`src/rtl/spi_eng_pkg.sv`:
```
package spi_eng_pkg;

    localparam int CTRL_W = 18;

    // control word bit positions
    localparam int B_EN    = 0;
    localparam int B_MST   = 1;
    localparam int B_CPHA  = 2;
    localparam int B_CPOL  = 3;
    localparam int B_CSAL  = 4;
    localparam int B_LSB   = 6;
    localparam int B_TXRST = 8;
    localparam int B_RXRST = 9;
    localparam int B_XCH   = 10;
    localparam int B_CSIDX = 12;
    localparam int B_DISC  = 15;
    localparam int B_MAN   = 16;
    localparam int B_LVL   = 17;

    typedef struct packed {
        logic       man_lvl;
        logic       man_cs;
        logic       discard;
        logic [1:0] cs_idx;
        logic       xch;
        logic       lsb;
        logic       cs_al;
        logic       cpol;
        logic       cpha;
        logic       master;
        logic       enable;
    } ctrl_t;

    typedef enum logic [1:0] {
        ENG_IDLE,
        ENG_LOAD,
        ENG_WAIT
    } eng_st_t;

    function automatic ctrl_t ctrl_from_word(logic [CTRL_W-1:0] w);
        ctrl_t c;
        c.enable  = w[B_EN];
        c.master  = w[B_MST];
        c.cpha    = w[B_CPHA];
        c.cpol    = w[B_CPOL];
        c.cs_al   = w[B_CSAL];
        c.lsb     = w[B_LSB];
        c.xch     = w[B_XCH];
        c.cs_idx  = w[B_CSIDX +: 2];
        c.discard = w[B_DISC];
        c.man_cs  = w[B_MAN];
        c.man_lvl = w[B_LVL];
        return c;
    endfunction

    function automatic logic [CTRL_W-1:0] ctrl_to_word(ctrl_t c);
        logic [CTRL_W-1:0] w;
        w             = '0;
        w[B_EN]       = c.enable;
        w[B_MST]      = c.master;
        w[B_CPHA]     = c.cpha;
        w[B_CPOL]     = c.cpol;
        w[B_CSAL]     = c.cs_al;
        w[B_LSB]      = c.lsb;
        w[B_XCH]      = c.xch;
        w[B_CSIDX+:2] = c.cs_idx;
        w[B_DISC]     = c.discard;
        w[B_MAN]      = c.man_cs;
        w[B_LVL]      = c.man_lvl;
        return w;
    endfunction

endpackage

```
`src/rtl/byte_fifo.sv`:
```
module byte_fifo #(
    parameter  int DEPTH = 64,
    parameter  int W     = 8,
    localparam int AW    = $clog2(DEPTH),
    localparam int CW    = $clog2(DEPTH + 1)
) (
    input  logic          clk,
    input  logic          rst_n,
    input  logic          flush,
    input  logic          push,
    input  logic [W-1:0]  wdata,
    input  logic          pop,
    output logic [W-1:0]  rdata,
    output logic [CW-1:0] level
);

    typedef struct packed {
        logic [AW-1:0] rd;
        logic [AW-1:0] wr;
        logic [CW-1:0] cnt;
    } fifo_st_t;

    fifo_st_t q, d;
    logic [W-1:0] mem_q [DEPTH];
    logic do_push, do_pop;

    function automatic logic [AW-1:0] nxt(logic [AW-1:0] p);
        return (p == AW'(DEPTH - 1)) ? '0 : p + 1'b1;
    endfunction

    always_comb begin
        d       = q;
        do_push = push && !flush && (q.cnt != CW'(DEPTH));
        do_pop  = pop && !flush && (q.cnt != '0);
        if (flush) begin
            d = '0;
        end else begin
            if (do_push) d.wr = nxt(q.wr);
            if (do_pop)  d.rd = nxt(q.rd);
            case ({do_push, do_pop})
                2'b10:   d.cnt = q.cnt + 1'b1;
                2'b01:   d.cnt = q.cnt - 1'b1;
                default: d.cnt = q.cnt;
            endcase
        end
    end

    always_ff @(posedge clk or negedge rst_n) begin
        if (!rst_n) q <= '0;
        else        q <= d;
    end

    always_ff @(posedge clk) begin
        if (do_push) mem_q[q.wr] <= wdata;
    end

    assign rdata = mem_q[q.rd];
    assign level = q.cnt;

    // a push into a full FIFO leaves the level unchanged
    a_r2_full_push_ignored: assert property (@(posedge clk) disable iff (!rst_n)
        (level == CW'(DEPTH) && push && !pop && !flush) |=> (level == CW'(DEPTH)));

    // a pop from an empty FIFO leaves it empty
    a_r2_empty_pop_ignored: assert property (@(posedge clk) disable iff (!rst_n)
        (level == '0 && pop && !push && !flush) |=> (level == '0));

    // a flush empties the FIFO on the next cycle
    a_r3_flush_empties: assert property (@(posedge clk) disable iff (!rst_n)
        flush |=> (level == '0));

endmodule

```
`src/rtl/spi_bit_shifter.sv`:
```
module spi_bit_shifter (
    input  logic       clk,
    input  logic       rst_n,
    input  logic       cpol,
    input  logic       cpha,
    input  logic       lsb_first,
    input  logic       load,
    input  logic [7:0] load_byte,
    input  logic       tick,
    input  logic       miso,
    output logic       sclk,
    output logic       mosi,
    output logic       done,
    output logic [7:0] rx_byte
);

    typedef struct packed {
        logic       active;
        logic [3:0] h;
        logic [7:0] tx;
        logic [7:0] rx;
        logic       sclk;
        logic       mosi;
        logic       done;
    } sh_st_t;

    sh_st_t q, d;
    logic       lead;
    logic [2:0] k;

    function automatic logic [2:0] pos(logic [2:0] idx, logic lsb);
        return lsb ? idx : 3'd7 - idx;
    endfunction

    always_comb begin
        d      = q;
        d.done = 1'b0;
        lead   = ~q.h[0];
        k      = q.h[3:1];
        if (!q.active) d.sclk = cpol;
        if (load) begin
            d.active = 1'b1;
            d.h      = '0;
            d.tx     = load_byte;
            d.mosi   = load_byte[pos(3'd0, lsb_first)];
            d.sclk   = cpol;
        end else if (q.active && tick) begin
            d.sclk = ~q.sclk;
            if (lead ^ cpha) begin
                d.rx[pos(k, lsb_first)] = miso;
            end else if (cpha) begin
                d.mosi = q.tx[pos(k, lsb_first)];
            end else if (k != 3'd7) begin
                d.mosi = q.tx[pos(k + 3'd1, lsb_first)];
            end
            d.h = q.h + 1'b1;
            if (q.h == 4'd15) begin
                d.active = 1'b0;
                d.done   = 1'b1;
            end
        end
    end

    always_ff @(posedge clk or negedge rst_n) begin
        if (!rst_n) q <= '0;
        else        q <= d;
    end

    assign sclk    = q.sclk;
    assign mosi    = q.mosi;
    assign done    = q.done;
    assign rx_byte = q.rx;

    // after sixteen edges the clock rests at the polarity level
    a_r7_idle_level: assert property (@(posedge clk) disable iff (!rst_n)
        ($fell(q.active) && $stable(cpol)) |-> (sclk == cpol));

    // no clock edge without a tick while shifting
    a_r5_edge_needs_tick: assert property (@(posedge clk) disable iff (!rst_n)
        (q.active && !tick && !load) |=> $stable(sclk));

endmodule

```
`src/rtl/spi_xfer_engine.sv`:
```
module spi_xfer_engine
    import spi_eng_pkg::*;
#(
    parameter  int FIFO_DEPTH = 64,
    parameter  int CNT_W      = 24,
    parameter  int NUM_CS     = 4,
    localparam int LVL_W      = $clog2(FIFO_DEPTH + 1)
) (
    input  logic              clk,
    input  logic              rst_n,
    input  logic              ctrl_wr,
    input  logic [CTRL_W-1:0] ctrl_wdata,
    output logic [CTRL_W-1:0] ctrl_rdata,
    input  logic [CNT_W-1:0]  burst_len,
    input  logic [CNT_W-1:0]  tx_len,
    input  logic              sclk_tick,
    input  logic              tx_push,
    input  logic [7:0]        tx_data,
    output logic [LVL_W-1:0]  tx_level,
    input  logic              rx_pop,
    output logic [7:0]        rx_data,
    output logic [LVL_W-1:0]  rx_level,
    output logic              spi_sclk,
    output logic              spi_mosi,
    input  logic              spi_miso,
    output logic [NUM_CS-1:0] spi_cs,
    output logic              xfer_done
);

    typedef struct packed {
        eng_st_t          st;
        logic [CNT_W-1:0] burst_rem;
        logic [CNT_W-1:0] xmit_rem;
        ctrl_t            ctrl;
        logic             done;
    } eng_t;

    localparam ctrl_t CTRL_RST = '{cs_al: 1'b1, default: '0};

    eng_t q, d;
    ctrl_t wc;
    logic       tx_flush, rx_flush, tx_pop_i, rx_push_i;
    logic       sh_load, sh_done;
    logic [7:0] load_byte, tx_rdata, sh_rx;
    logic       tx_empty;

    assign tx_empty = (tx_level == '0);

    always_comb begin
        d         = q;
        d.done    = 1'b0;
        wc        = ctrl_from_word(ctrl_wdata);
        tx_flush  = 1'b0;
        rx_flush  = 1'b0;
        tx_pop_i  = 1'b0;
        rx_push_i = 1'b0;
        sh_load   = 1'b0;
        load_byte = '0;
        if (ctrl_wr) begin
            tx_flush   = ctrl_wdata[B_TXRST];
            rx_flush   = ctrl_wdata[B_RXRST];
            d.ctrl     = wc;
            d.ctrl.xch = q.ctrl.xch || (wc.xch && wc.enable && wc.master);
            if (!q.ctrl.xch && d.ctrl.xch) begin
                d.st        = ENG_LOAD;
                d.burst_rem = burst_len;
                d.xmit_rem  = tx_len;
            end
        end
        case (q.st)
            ENG_LOAD: begin
                if (q.burst_rem == '0) begin
                    d.st       = ENG_IDLE;
                    d.ctrl.xch = 1'b0;
                    d.done     = 1'b1;
                end else if (q.xmit_rem != '0) begin
                    if (!tx_empty) begin
                        tx_pop_i   = 1'b1;
                        sh_load    = 1'b1;
                        load_byte  = tx_rdata;
                        d.xmit_rem = q.xmit_rem - 1'b1;
                        d.st       = ENG_WAIT;
                    end
                end else begin
                    sh_load = 1'b1;
                    d.st    = ENG_WAIT;
                end
            end
            ENG_WAIT: begin
                if (sh_done) begin
                    rx_push_i   = !q.ctrl.discard;
                    d.burst_rem = q.burst_rem - 1'b1;
                    d.st        = ENG_LOAD;
                end
            end
            default: ;
        endcase
    end

    always_ff @(posedge clk or negedge rst_n) begin
        if (!rst_n) begin
            q      <= '0;
            q.st   <= ENG_IDLE;
            q.ctrl <= CTRL_RST;
        end else begin
            q <= d;
        end
    end

    byte_fifo #(.DEPTH(FIFO_DEPTH), .W(8)) u_tx_fifo (
        .clk   (clk),
        .rst_n (rst_n),
        .flush (tx_flush),
        .push  (tx_push),
        .wdata (tx_data),
        .pop   (tx_pop_i),
        .rdata (tx_rdata),
        .level (tx_level)
    );

    byte_fifo #(.DEPTH(FIFO_DEPTH), .W(8)) u_rx_fifo (
        .clk   (clk),
        .rst_n (rst_n),
        .flush (rx_flush),
        .push  (rx_push_i),
        .wdata (sh_rx),
        .pop   (rx_pop),
        .rdata (rx_data),
        .level (rx_level)
    );

    spi_bit_shifter u_shift (
        .clk       (clk),
        .rst_n     (rst_n),
        .cpol      (q.ctrl.cpol),
        .cpha      (q.ctrl.cpha),
        .lsb_first (q.ctrl.lsb),
        .load      (sh_load),
        .load_byte (load_byte),
        .tick      (sclk_tick),
        .miso      (spi_miso),
        .sclk      (spi_sclk),
        .mosi      (spi_mosi),
        .done      (sh_done),
        .rx_byte   (sh_rx)
    );

    for (genvar i = 0; i < NUM_CS; i++) begin : g_cs
        localparam logic [1:0] IDX = 2'(i);
        assign spi_cs[i] = q.ctrl.man_cs
            ? ((q.ctrl.cs_idx == IDX) ? q.ctrl.man_lvl : q.ctrl.cs_al)
            : ((q.ctrl.cs_idx == IDX && q.ctrl.xch) ? ~q.ctrl.cs_al : q.ctrl.cs_al);
    end

    assign ctrl_rdata = ctrl_to_word(q.ctrl);
    assign xfer_done  = q.done;

    // completion pulse coincides with exchange bit cleared
    a_r5_done_clears_xch: assert property (@(posedge clk) disable iff (!rst_n)
        xfer_done |-> !ctrl_rdata[B_XCH]);

    // remaining burst never grows during an exchange
    a_r5_burst_monotonic: assert property (@(posedge clk) disable iff (!rst_n)
        (q.st != ENG_IDLE && $past(q.st) != ENG_IDLE) |-> (q.burst_rem <= $past(q.burst_rem)));

    // a write lacking enable or master cannot start an exchange
    a_r4_start_gated: assert property (@(posedge clk) disable iff (!rst_n)
        (ctrl_wr && !ctrl_rdata[B_XCH] && !(ctrl_wdata[B_EN] && ctrl_wdata[B_MST]))
        |=> !ctrl_rdata[B_XCH]);

    // once the transmit count is spent the transmit FIFO is not drained
    a_r6_no_extra_pop: assert property (@(posedge clk) disable iff (!rst_n)
        (q.st != ENG_IDLE && q.xmit_rem == '0 && !ctrl_wr) |=> (tx_level >= $past(tx_level)));

    // waiting for a transmit byte produces no clock edge
    a_r12_stall_quiet: assert property (@(posedge clk) disable iff (!rst_n)
        (q.st == ENG_LOAD && q.burst_rem != '0 && q.xmit_rem != '0 && tx_empty && !ctrl_wr)
        |=> $stable(spi_sclk));

    // at most one select line differs from the inactive level
    a_r10_single_select: assert property (@(posedge clk) disable iff (!rst_n)
        $onehot0(spi_cs ^ {NUM_CS{q.ctrl.cs_al}}));

endmodule

```
`config.mk`:
```
export PLATFORM = sky130hd
export DESIGN_NAME = spi_xfer_engine
export DESIGN_NICKNAME = d
export VERILOG_FILES = /design/src/rtl/spi_eng_pkg.sv /design/src/rtl/byte_fifo.sv /design/src/rtl/spi_bit_shifter.sv /design/src/rtl/spi_xfer_engine.sv
export SDC_FILE = /design/constraint.sdc
export NUM_CORES = 1
export LEC_CHECK = 0
export BUFFER_PORTS_ARGS = -buffer_cell sky130_fd_sc_hd__buf_2
export CAP_MARGIN = 20
export CORE_MARGIN = 4
export CORE_UTILIZATION = 40
export CTS_BUF_LIST = sky130_fd_sc_hd__clkbuf_16
export DETAILED_ROUTE_END_ITERATION = 8
export GPL_TIMING_DRIVEN = 0
export SLEW_MARGIN = 20
export SYNTH_ARGS = -nofsm -noshare
export SYNTH_HDL_FRONTEND = slang
export SYNTH_SLANG_ARGS = --single-unit
```
`constraint.sdc`:
```
create_clock -name clk -period 7.5 [get_ports clk]
set_input_delay 1.125 -clock clk [delete_from_list [all_inputs] [get_ports clk]]
set_output_delay 1.125 -clock clk [all_outputs]
set_load 0.005 [all_outputs]
```
==> out/metrics.yaml, run 1 <==
hold_buffers: 0
num_vias: 25949
timing.rr.start: "u_tx_fifo.level[2]"
cts_buffers: 116
slowest_stage: "buf_1"
critical_path_buf_inv_count: 4
drtIter0Drc: 2615
die_w_microns: 352.9
place_congestion: 0.8803
multiInputGateArea_sq_mm: 0.01271
nNetsFinal: 2965
grt_pass1_wl_microns: 175400
cp-end-kind: "output port"
yosysSeqAreaShare_pct: 71.22
required_ps: 6380
crit_type: "flip-flop to output port"
htreeDepth: 3
irDropWorstVdd_mv: 0.1986
post-cts-setup-buffers: 0
total_leakage_power_nw: 17.34
whs_ps: 375.8
hold_path_class: "input pin to async pin"
drive_gt1_share_pct: 24.74
fin_tns_setup_ps: 0
insertion_delay_ps: 720
rsz0062_at_grt: "no"
die_h_microns: 352.9
grt_overflow: 0
vias_per_cell: 5.761
rr_endpoint: "u_tx_fifo.level[6]"
wl_per_cell_microns: 25.92
grt_max_degree: 71
grt_use_met2_pct: 30.73
avgSynthCellArea_sq_um: 18.18
grt_busiest_layer: "met2"
track_usage_pct: 18.67
cts-root-buf: "clkbuf_16"
drv_slew: 0
max_freq_mhz: 170.5
p_int_w: 0.01078
synth_area_leaders: "edfxtp_1 (65%), mux4_2 (15%), dfrtp_1 (6.5%)"
crit_top_cell: "mux4_2"
worstPathCellList: "clkbuf_1 > clkbuf_1 > buf_1 > mux4_2 > mux4_2 > mux4_2 > buf_2"
layout_common_cells: "edfxtp_1 (1024), mux4_2 (320), nor2_1 (207), buf_2 (129), clkbuf_16 (117)"
syn_inst: 2617
slew_headroom_pct: 21.86
synth_top_area_share_pct: 64.64
p_clk_share_pct: 42.9
use_met1_pct: 25.38
synth_edf_count: 1024
cp_top_family: "buffers and inverters"
ys_types: 87
met3_usage_pct: 3.739
synth_area_sq_mm: 0.04757
final-seq-area_sq_mm: 0.03389
dieArea_sq_mm: 0.1245
routed_wl_microns: 116700
area_growth_pct: 14.22
io_pins: 128
drc_errors: 0
netSwitchingPower_w: 0.003065
synth_seq_cells: 1149
status: "completed"
cp-start-kind: "flip-flop"
drt.antenna.violating_nets: 0
ys_warn_count: 0
skew_ps: 73.60
rows: 126
switching_share_pct: 22.13
cts_tree: "built"
finalWorstPathRequiredPeriod_ps: 5865
dp_hpwl_microns: 80030
first_pass_iters: 5
clk_pin_slew_ps: 70
async_reset_ff_share_pct: 10.88
arrival_ps: 4740
cpPeakStageDelay_ps: 770
setup_violations: 0
period_share_pct: 78.20
io_buffers: 116
max_cap_violations: 0
synth_ff_type: "edfxtp_1"
fillCellCount: 9879
clock_sinks: 1149
r2r_slack_ps: 3270
crit_fanout: 10
hold_violations: 0
grt_pass1_vias: 26511
pwr-share-seq_pct: 52.2
rr_worst_depth: 12
powerDensity_mw_per_mm2: 254.8
initial_core_util_pct: 40.29
cts.repair.resized: 0
clock_path_buffers: 3
coreArea_sq_mm: 0.1181
layout.cells.most_common: "edfxtp_1"
pwr-share-comb_pct: 4.9
synth_top_area_cell: "edfxtp_1"
worst_pin_slew_ps: 1172
antenna_found_initial: 1
## sequential cells by signal, indices dropped and copies added (netlist names), 8 cells and up
| name | cells |
|---|---|
| u_tx_fifo.mem_q | 512 |
| u_shift.q | 10 |
| u_rx_fifo.q | 12 |
| q | 50 |
| u_tx_fifo.q | 12 |
| u_shift.rx_byte | 8 |
| u_rx_fifo.mem_q | 512 |
| ctrl_rdata | 12 |
## cells in the mapped netlist, types with 29 or more instances
master	number
a21oi_1	73
buf_1	34
buf_4	35
clkbuf_1	88
dfrtp_1	124
edfxtp_1	1024
inv_1	43
mux2i_1	29
mux4_2	320
nand2_1	110
nand3_1	44
nor2_1	207
nor3_1	43
o21ai_0	72
## routing by layer
metal	vias to the layer above	wire length, microns
li1	11126	-
met1	13677	48670
met2	968	56820
met3	178	8028
met4	0	3219
met5	-	0
## through the flow
stage | cells | area [sq um] | setup WS, ps | power [W] | util, %
2_1_floorplan | 2622 | 47590 | 3500 | 0.007698 | -
3_3_place_gp | 4274 | 50090 | 2254 | 0.007991 | 42.42
3_5_place_dp | 4282 | 50290 | 2209 | 0.008044 | 42.59
4_1_cts | 4502 | 54300 | 1429 | 0.01396 | 45.99
5_1_grt | 4503 | 54330 | 1340 | 0.01434 | 46.01
6_report | 4504 | 54330 | 1635 | 0.01385 | 46.01
## final cells by class
type | count | share of cell area [%]
Clock buffer | 117 | 5.388
Timing Repair Buffer | 125 | 1.444
Tap cell | 1536 | 3.537
Clock inverter | 103 | 1.990
Sequential cell | 1149 | 62.38
Buffer | 179 | 1.561
Antenna cell | 1 | 0.004606
Inverter | 44 | 0.3040
Multi-Input combinational cell | 1250 | 23.39
## kinds of logic after synthesis
family,synth area share [%]
compound gates,4.282
xor+xnor,0.3682
fa+ha+maj,0.5155
buf+inv,2.120
flops,71.22
mux,16.12
other cells,0.007883
simple gates,5.371
## power by group through the flow
stage / sequential, W / clock [W] / combinational, W
after global placement: 0.00742 / 0 / 0.000572
after global routing: 0.00724 / 0.00635 / 0.000745
after detailed placement: 0.00737 / 0 / 0.000673
after CTS: 0.00724 / 0.00605 / 0.000674
after floorplan: 0.00734 / 0 / 0.000359
final: 0.00723 / 0.00594 / 0.000678
## how the worst max path moves through the flow
stage,startpoint,end,slack [ps],cells past startpoint
after global routing,u_rx_fifo.q[13],rx_data[0],1340,7
after global placement,u_rx_fifo.q[13],rx_data[1],2250,7
after detailed placement,u_rx_fifo.q[13],rx_data[1],2210,7
after floorplan,u_rx_fifo.q[13],rx_data[0],3500,6
final,u_rx_fifo.q[13],rx_data[0],1640,7
after CTS,u_rx_fifo.q[13],rx_data[1],1430,7
(Power assumes the default switching activity.)
==> run 2, diff against run 1 <==
==> constraint.sdc (replaced) <==
create_clock -name clk -period 5.8 [get_ports clk]
set_input_delay 0.87 -clock clk [delete_from_list [all_inputs] [get_ports clk]]
set_output_delay 0.87 -clock clk [all_outputs]
set_load 0.005 [all_outputs]
==> out/metrics.yaml, run 2 (synthesized netlist as in run 1, its figures left out) <==
cts_buffers: 116
vias_per_cell: 5.757
dp_hpwl_microns: 80030
worstPathCellList: "clkbuf_1 > clkbuf_1 > buf_1 > mux4_2 > mux4_2 > mux4_2 > buf_2"
critical_path_buf_inv_count: 4
hold_violations: 0
track_usage_pct: 18.67
clk_pin_slew_ps: 70
cts-root-buf: "clkbuf_16"
grt_overflow: 0
drt.antenna.violating_nets: 0
rr_worst_depth: 12
clock_path_buffers: 3
powerDensity_mw_per_mm2: 329.5
timing.rr.start: "u_tx_fifo.level[2]"
layout_common_cells: "edfxtp_1 (1024), mux4_2 (320), nor2_1 (207), buf_2 (129), clkbuf_16 (117)"
crit_type: "flip-flop to output port"
cp-end-kind: "output port"
utilization_pct: 46.03
cp_top_family: "buffers and inverters"
worst_pin_slew_ps: 1149
layout.cells.most_common: "edfxtp_1"
dieArea_sq_mm: 0.1245
io_buffers: 116
first_pass_iters: 6
rr_endpoint: "u_tx_fifo.level[6]"
drv_slew: 0
fillCellCount: 9876
crit_fanout: 10
status: "completed"
die_h_microns: 352.9
grt_pass1_vias: 26511
grt_pass1_wl_microns: 175400
cts_tree: "built"
irDropWorstVdd_mv: 0.2572
place_congestion: 0.8803
rows: 126
max_freq_mhz: 181.4
period_share_pct: 95.05
place_area_sq_mm: 0.05029
slew_headroom_pct: 23.42
drive_gt1_share_pct: 24.87
initial_core_util_pct: 40.29
total_leakage_power_nw: 17.36
num_vias: 25937
required_ps: 4930
antenna_found_initial: 1
final_cell_area_sq_mm: 0.05435
slowest_stage: "buf_1"
max_cap_violations: 0
crit_top_cell: "mux4_2"
cpPeakStageDelay_ps: 710
top_regs: "u_rx_fifo.mem_q (512), u_tx_fifo.mem_q (512), q (50)"
drtIter0Drc: 2530
routed_wl_microns: 116700
cp-start-kind: "flip-flop"
htreeDepth: 3
arrival_ps: 4640
post-cts-setup-buffers: 0
drc_errors: 0
insertion_delay_ps: 720
hold_path_class: "input pin to async pin"
clock_sinks: 1149
r2r_slack_ps: 1580
fin_tns_setup_ps: 0
grt_max_degree: 71
coreArea_sq_mm: 0.1181
skew_ps: 73.26
die_w_microns: 352.9
finalWorstPathRequiredPeriod_ps: 5513
rsz0062_at_grt: "no"
wl_per_cell_microns: 25.91
setup_violations: 0
io_pins: 128
nNetsFinal: 2965
area_growth_pct: 14.25
==> run 2: final cells by class <==
type                    instances  area, sq um  share of cell area, %
clock buffers                 117         2928                  5.387
well taps                    1536         1922                  3.536
plain buffers                 179        859.6                  1.582
inverters                      44        165.2                 0.3039
repair buffers                125        784.5                  1.443
multi-input cells            1250        12710                  23.39
flip-flops and latches       1149        33890                  62.36
diodes                          2        5.005               0.009209
clock inverters               103         1081                  1.989
==> run 2: through the flow <==
step                      worst slack [ps]  total power (W)  hold WS (ps)  cells
after floorplan                       2055         0.009955         430.4   2622
after global placement               808.6          0.01033         454.5   4274
after detailed placement             764.2          0.01040         456.7   4282
after CTS                            30.10          0.01806         91.19   4502
after global routing                 19.08          0.01854         124.0   4503
final                                287.1          0.01791         118.4   4505
==> run 2: report_power, final <==
part,internal [W],total (W),switching (W)
combinational,0.000292,0.000878,0.000586
clock,0.00446,0.00768,0.00322
sequential,0.00919,0.00935,0.000159
==> run 2: worst max-delay path by stage <==
stage / startpoint / end / cells past startpoint / slack (ps)
after floorplan: u_rx_fifo.q[13] / rx_data[0] / 6 / 2060
after global placement: u_rx_fifo.q[13] / rx_data[1] / 7 / 810
after detailed placement: u_rx_fifo.q[13] / rx_data[1] / 7 / 760
after CTS: u_rx_fifo.q[13] / rx_data[0] / 7 / 30
after global routing: u_rx_fifo.q[13] / rx_data[6] / 7 / 20
final: u_rx_fifo.q[13] / rx_data[6] / 7 / 290
==> run 2: worst reg2reg max path, delay by kind of cell (launching register included) <==
| kind | cells | cell delay, ps |
|---|---|---|
| and+or+nand+nor | 4 | 1520 |
| xor gates and xnor gates | 1 | 100 |
| adders and majority gates | 1 | 230 |
| AOI/OAI and AO/OA | 4 | 1370 |
| muxes | 1 | 200 |
| buffers and inverters | 1 | 280 |
| DFF | 1 | 470 |
==> run 2: timing repair <==
action | in CTS | in global routing
endpoints found under the setup margin | 2 | 8
hold buffers | 0 | 0
resized for setup | 2 | 8
==> run 2: metal layers <==
| layer | wire (microns) | vias up | global-route usage (%) |
|---|---|---|---|
| met1 | 48490 | 13622 | 25.38 |
| met3 | 8323 | 181 | 3.739 |
| li1 | - | 11123 | - |
| met2 | 56650 | 1011 | 30.73 |
| met4 | 3256 | 0 | 5.430 |
| met5 | 0 | - | 0 |
